==> config.mk <==
export PLATFORM = sky130hd
export DESIGN_NAME = cim_pulse_seq
export DESIGN_NICKNAME = d
export VERILOG_FILES = /design/src/rtl/cim_seq_pkg.sv /design/src/rtl/cim_seq_ctrl.sv /design/src/rtl/cim_in_latch.sv /design/src/rtl/cim_wl_row.sv /design/src/rtl/cim_pulse_seq.sv
export SDC_FILE = /design/constraint.sdc
export NUM_CORES = 1
export LEC_CHECK = 0
export CAP_MARGIN = 5
export CORE_ASPECT_RATIO = 0.9
export CORE_MARGIN = 2
export CORE_UTILIZATION = 55
export CTS_BUF_LIST = sky130_fd_sc_hd__clkbuf_4 sky130_fd_sc_hd__clkbuf_8 sky130_fd_sc_hd__clkbuf_16
export CTS_CLUSTER_DIAMETER = 120
export DETAILED_ROUTE_END_ITERATION = 6
export DONT_BUFFER_PORTS = 1
export HOLD_SLACK_MARGIN = 0.02
export PLACE_DENSITY = 0.8
export SETUP_SLACK_MARGIN = 0.2
export SLEW_MARGIN = 20
export SYNTH_ARGS = -nofsm -noshare
export SYNTH_HDL_FRONTEND = slang
export SYNTH_HIERARCHICAL = 1
export SYNTH_SLANG_ARGS = --single-unit
==> constraint.sdc <==
create_clock -name clk -period 2.7 [get_ports clk]
set_input_delay 0.27 -clock clk [delete_from_list [all_inputs] [get_ports clk]]
set_output_delay 0.27 -clock clk [all_outputs]
set_load 0.05 [all_outputs]
==> src/rtl/cim_seq_pkg.sv <==
package cim_seq_pkg;

  typedef enum logic [3:0] {
    ST_IDLE,
    ST_P_HI,
    ST_SAMP_HI,
    ST_CLR_HI,
    ST_P_MID,
    ST_HOLD_MID,
    ST_P_LO,
    ST_SAMP_LO,
    ST_DONE
  } seq_state_t;

  localparam logic [1:0] PH_NONE = 2'd0;
  localparam logic [1:0] PH_HI   = 2'd1;
  localparam logic [1:0] PH_MID  = 2'd2;
  localparam logic [1:0] PH_LO   = 2'd3;

  function automatic int max3(input int a, input int b, input int c);
    int m;
    m = (a > b) ? a : b;
    return (m > c) ? m : c;
  endfunction

endpackage

==> src/rtl/cim_seq_ctrl.sv <==
module cim_seq_ctrl
  import cim_seq_pkg::*;
#(
  parameter int HI_W  = 2,
  parameter int MID_W = 3,
  parameter int LO_W  = 3,
  parameter int CNT_W = 3,
  parameter int SCL_W = 2
) (
  input  logic             clk,
  input  logic             rst,
  input  logic             in_valid,
  output logic             in_ready,
  output logic             capture,
  output logic             busy,
  output logic             done,
  output logic             pulse_act,
  output logic [1:0]       phase,
  output logic [CNT_W-1:0] cnt,
  output logic             sample_strb,
  output logic             clear_strb,
  output logic             hold_strb,
  output logic [SCL_W-1:0] scale_sel
);

  localparam int HI_LAST  = (1 << HI_W) - 2;
  localparam int MID_LAST = (1 << MID_W) - 2;
  localparam int LO_LAST  = (1 << LO_W) - 2;

  seq_state_t state, state_nx;
  logic [CNT_W-1:0] cnt_nx;

  assign in_ready = (state == ST_IDLE);
  assign capture  = in_valid && in_ready;

  always_comb begin
    state_nx = state;
    cnt_nx   = '0;
    unique case (state)
      ST_IDLE:     if (capture) state_nx = ST_P_HI;
      ST_P_HI: begin
        if (int'(cnt) >= HI_LAST) state_nx = ST_SAMP_HI;
        else cnt_nx = cnt + 1'b1;
      end
      ST_SAMP_HI:  state_nx = ST_CLR_HI;
      ST_CLR_HI:   state_nx = ST_P_MID;
      ST_P_MID: begin
        if (int'(cnt) >= MID_LAST) state_nx = ST_HOLD_MID;
        else cnt_nx = cnt + 1'b1;
      end
      ST_HOLD_MID: state_nx = ST_P_LO;
      ST_P_LO: begin
        if (int'(cnt) >= LO_LAST) state_nx = ST_SAMP_LO;
        else cnt_nx = cnt + 1'b1;
      end
      ST_SAMP_LO:  state_nx = ST_DONE;
      ST_DONE:     state_nx = ST_IDLE;
      default:     state_nx = ST_IDLE;
    endcase
  end

  always_ff @(posedge clk) begin
    if (rst) begin
      state <= ST_IDLE;
      cnt   <= '0;
    end else begin
      state <= state_nx;
      cnt   <= cnt_nx;
    end
  end

  always_comb begin
    unique case (state)
      ST_P_HI, ST_SAMP_HI, ST_CLR_HI: phase = PH_HI;
      ST_P_MID, ST_HOLD_MID:          phase = PH_MID;
      ST_P_LO, ST_SAMP_LO:            phase = PH_LO;
      default:                        phase = PH_NONE;
    endcase
  end

  always_comb begin
    unique case (phase)
      PH_MID:  scale_sel = SCL_W'(MID_W);
      PH_LO:   scale_sel = SCL_W'(LO_W);
      default: scale_sel = '0;
    endcase
  end

  assign busy        = (state != ST_IDLE);
  assign done        = (state == ST_DONE);
  assign pulse_act   = (state == ST_P_HI) || (state == ST_P_MID) || (state == ST_P_LO);
  assign sample_strb = (state == ST_SAMP_HI) || (state == ST_SAMP_LO);
  assign clear_strb  = (state == ST_CLR_HI);
  assign hold_strb   = (state == ST_HOLD_MID);

endmodule

==> src/rtl/cim_in_latch.sv <==
module cim_in_latch #(
  parameter int ROWS   = 4,
  parameter int DATA_W = 8
) (
  input  logic                   clk,
  input  logic                   rst,
  input  logic                   capture,
  input  logic [ROWS*DATA_W-1:0] d_in,
  output logic [ROWS*DATA_W-1:0] d_q
);

  always_ff @(posedge clk) begin
    if (rst)          d_q <= '0;
    else if (capture) d_q <= d_in;
  end

endmodule

==> src/rtl/cim_wl_row.sv <==
module cim_wl_row
  import cim_seq_pkg::*;
#(
  parameter int HI_W  = 2,
  parameter int MID_W = 3,
  parameter int LO_W  = 3,
  parameter int CNT_W = 3
) (
  input  logic                        pulse_act,
  input  logic [1:0]                  phase,
  input  logic [CNT_W-1:0]            cnt,
  input  logic [HI_W+MID_W+LO_W-1:0]  act,
  output logic                        wl
);

  localparam int DATA_W = HI_W + MID_W + LO_W;

  logic [CNT_W-1:0] seg;

  always_comb begin
    unique case (phase)
      PH_HI:   seg = CNT_W'(act[DATA_W-1 -: HI_W]);
      PH_MID:  seg = CNT_W'(act[LO_W +: MID_W]);
      PH_LO:   seg = CNT_W'(act[LO_W-1:0]);
      default: seg = '0;
    endcase
  end

  assign wl = pulse_act && (cnt < seg);

endmodule

==> src/rtl/cim_pulse_seq.sv <==
module cim_pulse_seq
  import cim_seq_pkg::*;
#(
  parameter int ROWS  = 4,
  parameter int HI_W  = 2,
  parameter int MID_W = 3,
  parameter int LO_W  = 3
) (
  input  logic                                clk,
  input  logic                                rst,
  input  logic                                in_valid,
  output logic                                in_ready,
  input  logic [ROWS*(HI_W+MID_W+LO_W)-1:0]   in_data,
  output logic                                busy,
  output logic                                done,
  output logic [ROWS-1:0]                     wl_en,
  output logic [1:0]                          phase,
  output logic                                sample_strb,
  output logic                                clear_strb,
  output logic                                hold_strb,
  output logic [$clog2(max3(HI_W, MID_W, LO_W)+1)-1:0] scale_sel
);

  localparam int DATA_W = HI_W + MID_W + LO_W;
  localparam int CNT_W  = max3(HI_W, MID_W, LO_W);
  localparam int SCL_W  = $clog2(CNT_W + 1);

  logic                   capture;
  logic                   pulse_act;
  logic [CNT_W-1:0]       cnt;
  logic [ROWS*DATA_W-1:0] act_q;

  cim_seq_ctrl #(
    .HI_W(HI_W), .MID_W(MID_W), .LO_W(LO_W), .CNT_W(CNT_W), .SCL_W(SCL_W)
  ) u_ctrl (
    .clk(clk), .rst(rst), .in_valid(in_valid), .in_ready(in_ready),
    .capture(capture), .busy(busy), .done(done), .pulse_act(pulse_act),
    .phase(phase), .cnt(cnt), .sample_strb(sample_strb),
    .clear_strb(clear_strb), .hold_strb(hold_strb), .scale_sel(scale_sel)
  );

  cim_in_latch #(.ROWS(ROWS), .DATA_W(DATA_W)) u_latch (
    .clk(clk), .rst(rst), .capture(capture), .d_in(in_data), .d_q(act_q)
  );

  for (genvar g = 0; g < ROWS; g++) begin : g_row
    cim_wl_row #(
      .HI_W(HI_W), .MID_W(MID_W), .LO_W(LO_W), .CNT_W(CNT_W)
    ) u_row (
      .pulse_act(pulse_act), .phase(phase), .cnt(cnt),
      .act(act_q[g*DATA_W +: DATA_W]), .wl(wl_en[g])
    );
  end

endmodule

==> results.py <==
metrics = {
    "final_layout": {
        "drive_above_1_share_pct": 31.8,
        "area_growth_syn_to_layout_pct": 27.1,
        "num_antenna_cells": 0,
        "layout.nets": 280,
        "finish.instance_area_um2": 2600,
        "nFillCells": 225,
    },
    "clock_tree": {
        "cts_max_path_buffers": 2,
        "cts_root_buf": "clkbuf_8",
        "cts_buffers": 5,
        "tritoncts": "done",
        "clock-sinks": 39,
        "ctsHoldBuffers": 0,
        "clk_pin_slew_worst_paths_ns": 0.08,
        "htreeDepth": 2,
        "clk_latency_ns": 0.29,
    },
    "yosys": {
        "syn-mean-instance-area_um2": 9.59,
        "yosysWarnings": 6,
        "synthTopCellsByCount": "40 x nor2_1, 39 x dfxtp_1, 36 x mux2i_1",
        "yosysTopAreaCellShare_pct": 38.2,
        "ys_ff_latch": 39,
        "seq_area_frac_synth_pct": 38.2,
        "synthFlopType": "dfxtp_1",
        "synth_cells": 213,
        "synth.distinct_cells": 35,
        "yosysTopAreaCell": "dfxtp_1",
        "yosys-top-cells-area": "dfxtp_1 38%, mux2i_1 18%, nor2_1 7.3%",
        "yosysMostFrequentCell": "nor2_1",
        "ys_async_sr_fraction_pct": 0,
        "synth_edf_count": 0,
        "synth_nets": 258,
        "syn_area_um2": 2040,
    },
    "timing": {
        "fin_crit_sh_pct": 94.6,
        "whs_ns": 0.0390,
        "finalHoldViolations": 0,
        "tightest_slew_ns": 0.962,
        "max_freq_ghz": 0.391,
        "fin_skew_ns": 0.0108,
        "finalSetupViolations": 0,
        "slew_headroom_pct": 35.9,
        "fin_setup_tns_ns": 0,
        "slew_viol_final": 0,
        "fin_ws_ns": 0.145,
        "rsz0062_at_grt": "true",
        "min_period_ns": 2.55,
    },
    "worst_setup_path": {
        "cp_max_fo": 8,
        "crit_type": "reg2out",
        "slowest_stage": "dfxtp_4",
        "path_cells": "nor2b_4 -> nor2_4 -> nor2_4 -> buf_12 -> buf_6 -> buf_4 -> nor2_1 -> a21oi_1 -> ha_1 -> nand2_1 -> nand3b_1 -> a31oi_4 -> buf_12",
        "endpoint_kind": "output pin",
        "cp_slowest_stage_delay_ns": 0.35,
        "cpLargestDelayFamily": "simple AND/OR/NAND/NOR gates",
        "cp.arrival_ns": 2.28,
        "start_kind": "flip-flop",
        "path_buf_inv": 4,
        "cp.required_ns": 2.43,
    },
    "route": {
        "drtIter0Drc": 117,
        "wl_per_cell_um": 17.3,
        "via_per_inst": 5.87,
        "vias": 1643,
        "antenna_left": 0,
        "wl_um": 4850,
        "drc": 0,
        "drt_pass1_iterations": 4,
    },
    "job": {
        "cap_violations": 0,
    },
    "pwr": {
        "max-vdd-ir-drop_v": 0.000728,
        "power_density_nw_per_um2": 1150,
        "p_leak_nw": 1.05,
    },
    "hold_path": {
        "hold_path.class": "in2reg",
    },
    "global_route": {
        "grt_use_total_pct": 24.1,
        "grt_first_pass_wirelength_um": 7440,
        "antenna_found_initial": 0,
        "grt_start_max_net_pins": 41,
        "first_global_vias": 1627,
        "overflow": 0,
    },
    "die": {
        "die_y_um": 61.8,
        "die_area_um2": 4220,
        "die_w_um": 68.2,
        "core_um2": 3480,
        "rows": 20,
        "ios": 49,
        "start_util_pct": 58.7,
    },
    "placement": {
        "place_ws_ns": 0.239,
        "place_area_um2": 2320,
        "place_hpwl_um": 3030,
        "routabilityCongestion": 0.828,
        "portBuffers": 0,
    },
    "run_status": {
        "outcome": "finished, final reports clean",
    },
}
## worst register-to-register path, stage by stage, from the launching register on
cell     delay (ns)
dfxtp_4        0.37
buf_12         0.13
buf_4          0.15
nor2_1         0.15
nand2_1        0.09
inv_1          0.08
and2_2         0.78
mux2i_1        0.33
nor2_1         0.07
## area by class of cell
type | instances | area [um2] | share of cell area (%)
Clock buffer | 8 | 104 | 4.00
Sequential cell | 39 | 791 | 30.5
Multi-Input combinational cell | 157 | 1330 | 51.1
Timing Repair inverter | 1 | 7.51 | 0.289
Inverter | 3 | 15.0 | 0.578
Timing Repair Buffer | 28 | 297 | 11.4
Tap cell | 44 | 55.1 | 2.12
## cells by family after synthesis
kind of cell | Yosys count | synth area share, %
XOR/XNOR | 2 | 0.857
flip-flops | 39 | 38.2
buffers and inverters | 17 | 7.23
adder cells (fa/ha/maj) | 10 | 6.12
AND/OR/NAND/NOR | 77 | 17.8
AO/OA/AOI/OAI | 24 | 7.72
multiplexers | 44 | 22.0
## metrics by stage
step,util (%),power (mW),std cells
2_1_floorplan,-,2.08,213
3_3_place_gp,66.7,2.30,259
3_5_place_dp,66.7,2.35,259
4_1_cts,73.8,2.91,279
5_1_grt,74.6,3.14,280
6_report,74.6,2.99,280
## report_power, final
group / internal [mW] / switching [mW] / leakage [nW]
Combinational: 0.788 / 0.965 / 0.674
Sequential: 0.705 / 0.104 / 0.322
Clock: 0.243 / 0.188 / 0.0549
## worst paths after layout
check	from	endpoint	slack, ns	cells after the start
setup / recovery	u_ctrl/state[0]	wl_en[1]	0.15	13
hold / removal	rst	u_ctrl/state[1]	0.04	1
hold reg to reg	u_ctrl/state[3]	u_ctrl/state[1]	0.49	1
setup reg to reg	u_ctrl/state[2]	u_latch/d_q[2]	0.43	8
## cell usage in the layout, fill, tap and decap left out, drive strengths merged, types with 2 or more instances in the layout
| master | n |
|---|---|
| nand3b | 4 |
| clkbuf | 8 |
| inv | 2 |
| a21oi | 9 |
| a211o | 4 |
| mux2i | 36 |
| nor3 | 4 |
| dfxtp | 39 |
| nand2 | 15 |
| nor2 | 40 |
| a31oi | 4 |
| buf | 28 |
| nor4b | 2 |
| mux2 | 8 |
| a211oi | 4 |
| nor2b | 3 |
| ha | 10 |
| clkinvlp | 2 |
## state kept, by name, summed over array words and instances, names as in the netlist
name	flops
u_latch/d_q	32
u_ctrl/state	4
u_ctrl/cnt	3
## layer usage
metal / track usage [%] / share of wire, % / wire length [um] / vias up
met4: 8.86 / 0.39 / 19 / 0
li1: - / - / - / 795
met3: 5.95 / 5.2 / 251 / 2
met5: 0 / 0 / 0 / -
met1: 29.6 / 44 / 2110 / 799
met2: 41.2 / 51 / 2470 / 47
## what timing repair did
item | CTS | global route
endpoints found under the setup margin | 4 | 4
gates cloned | 1 | 0
setup buffers | 11 | 1
resized for setup | 13 | 3
pin swaps | 13 | 0
Note: power is estimated with default switching activity, not from simulation.
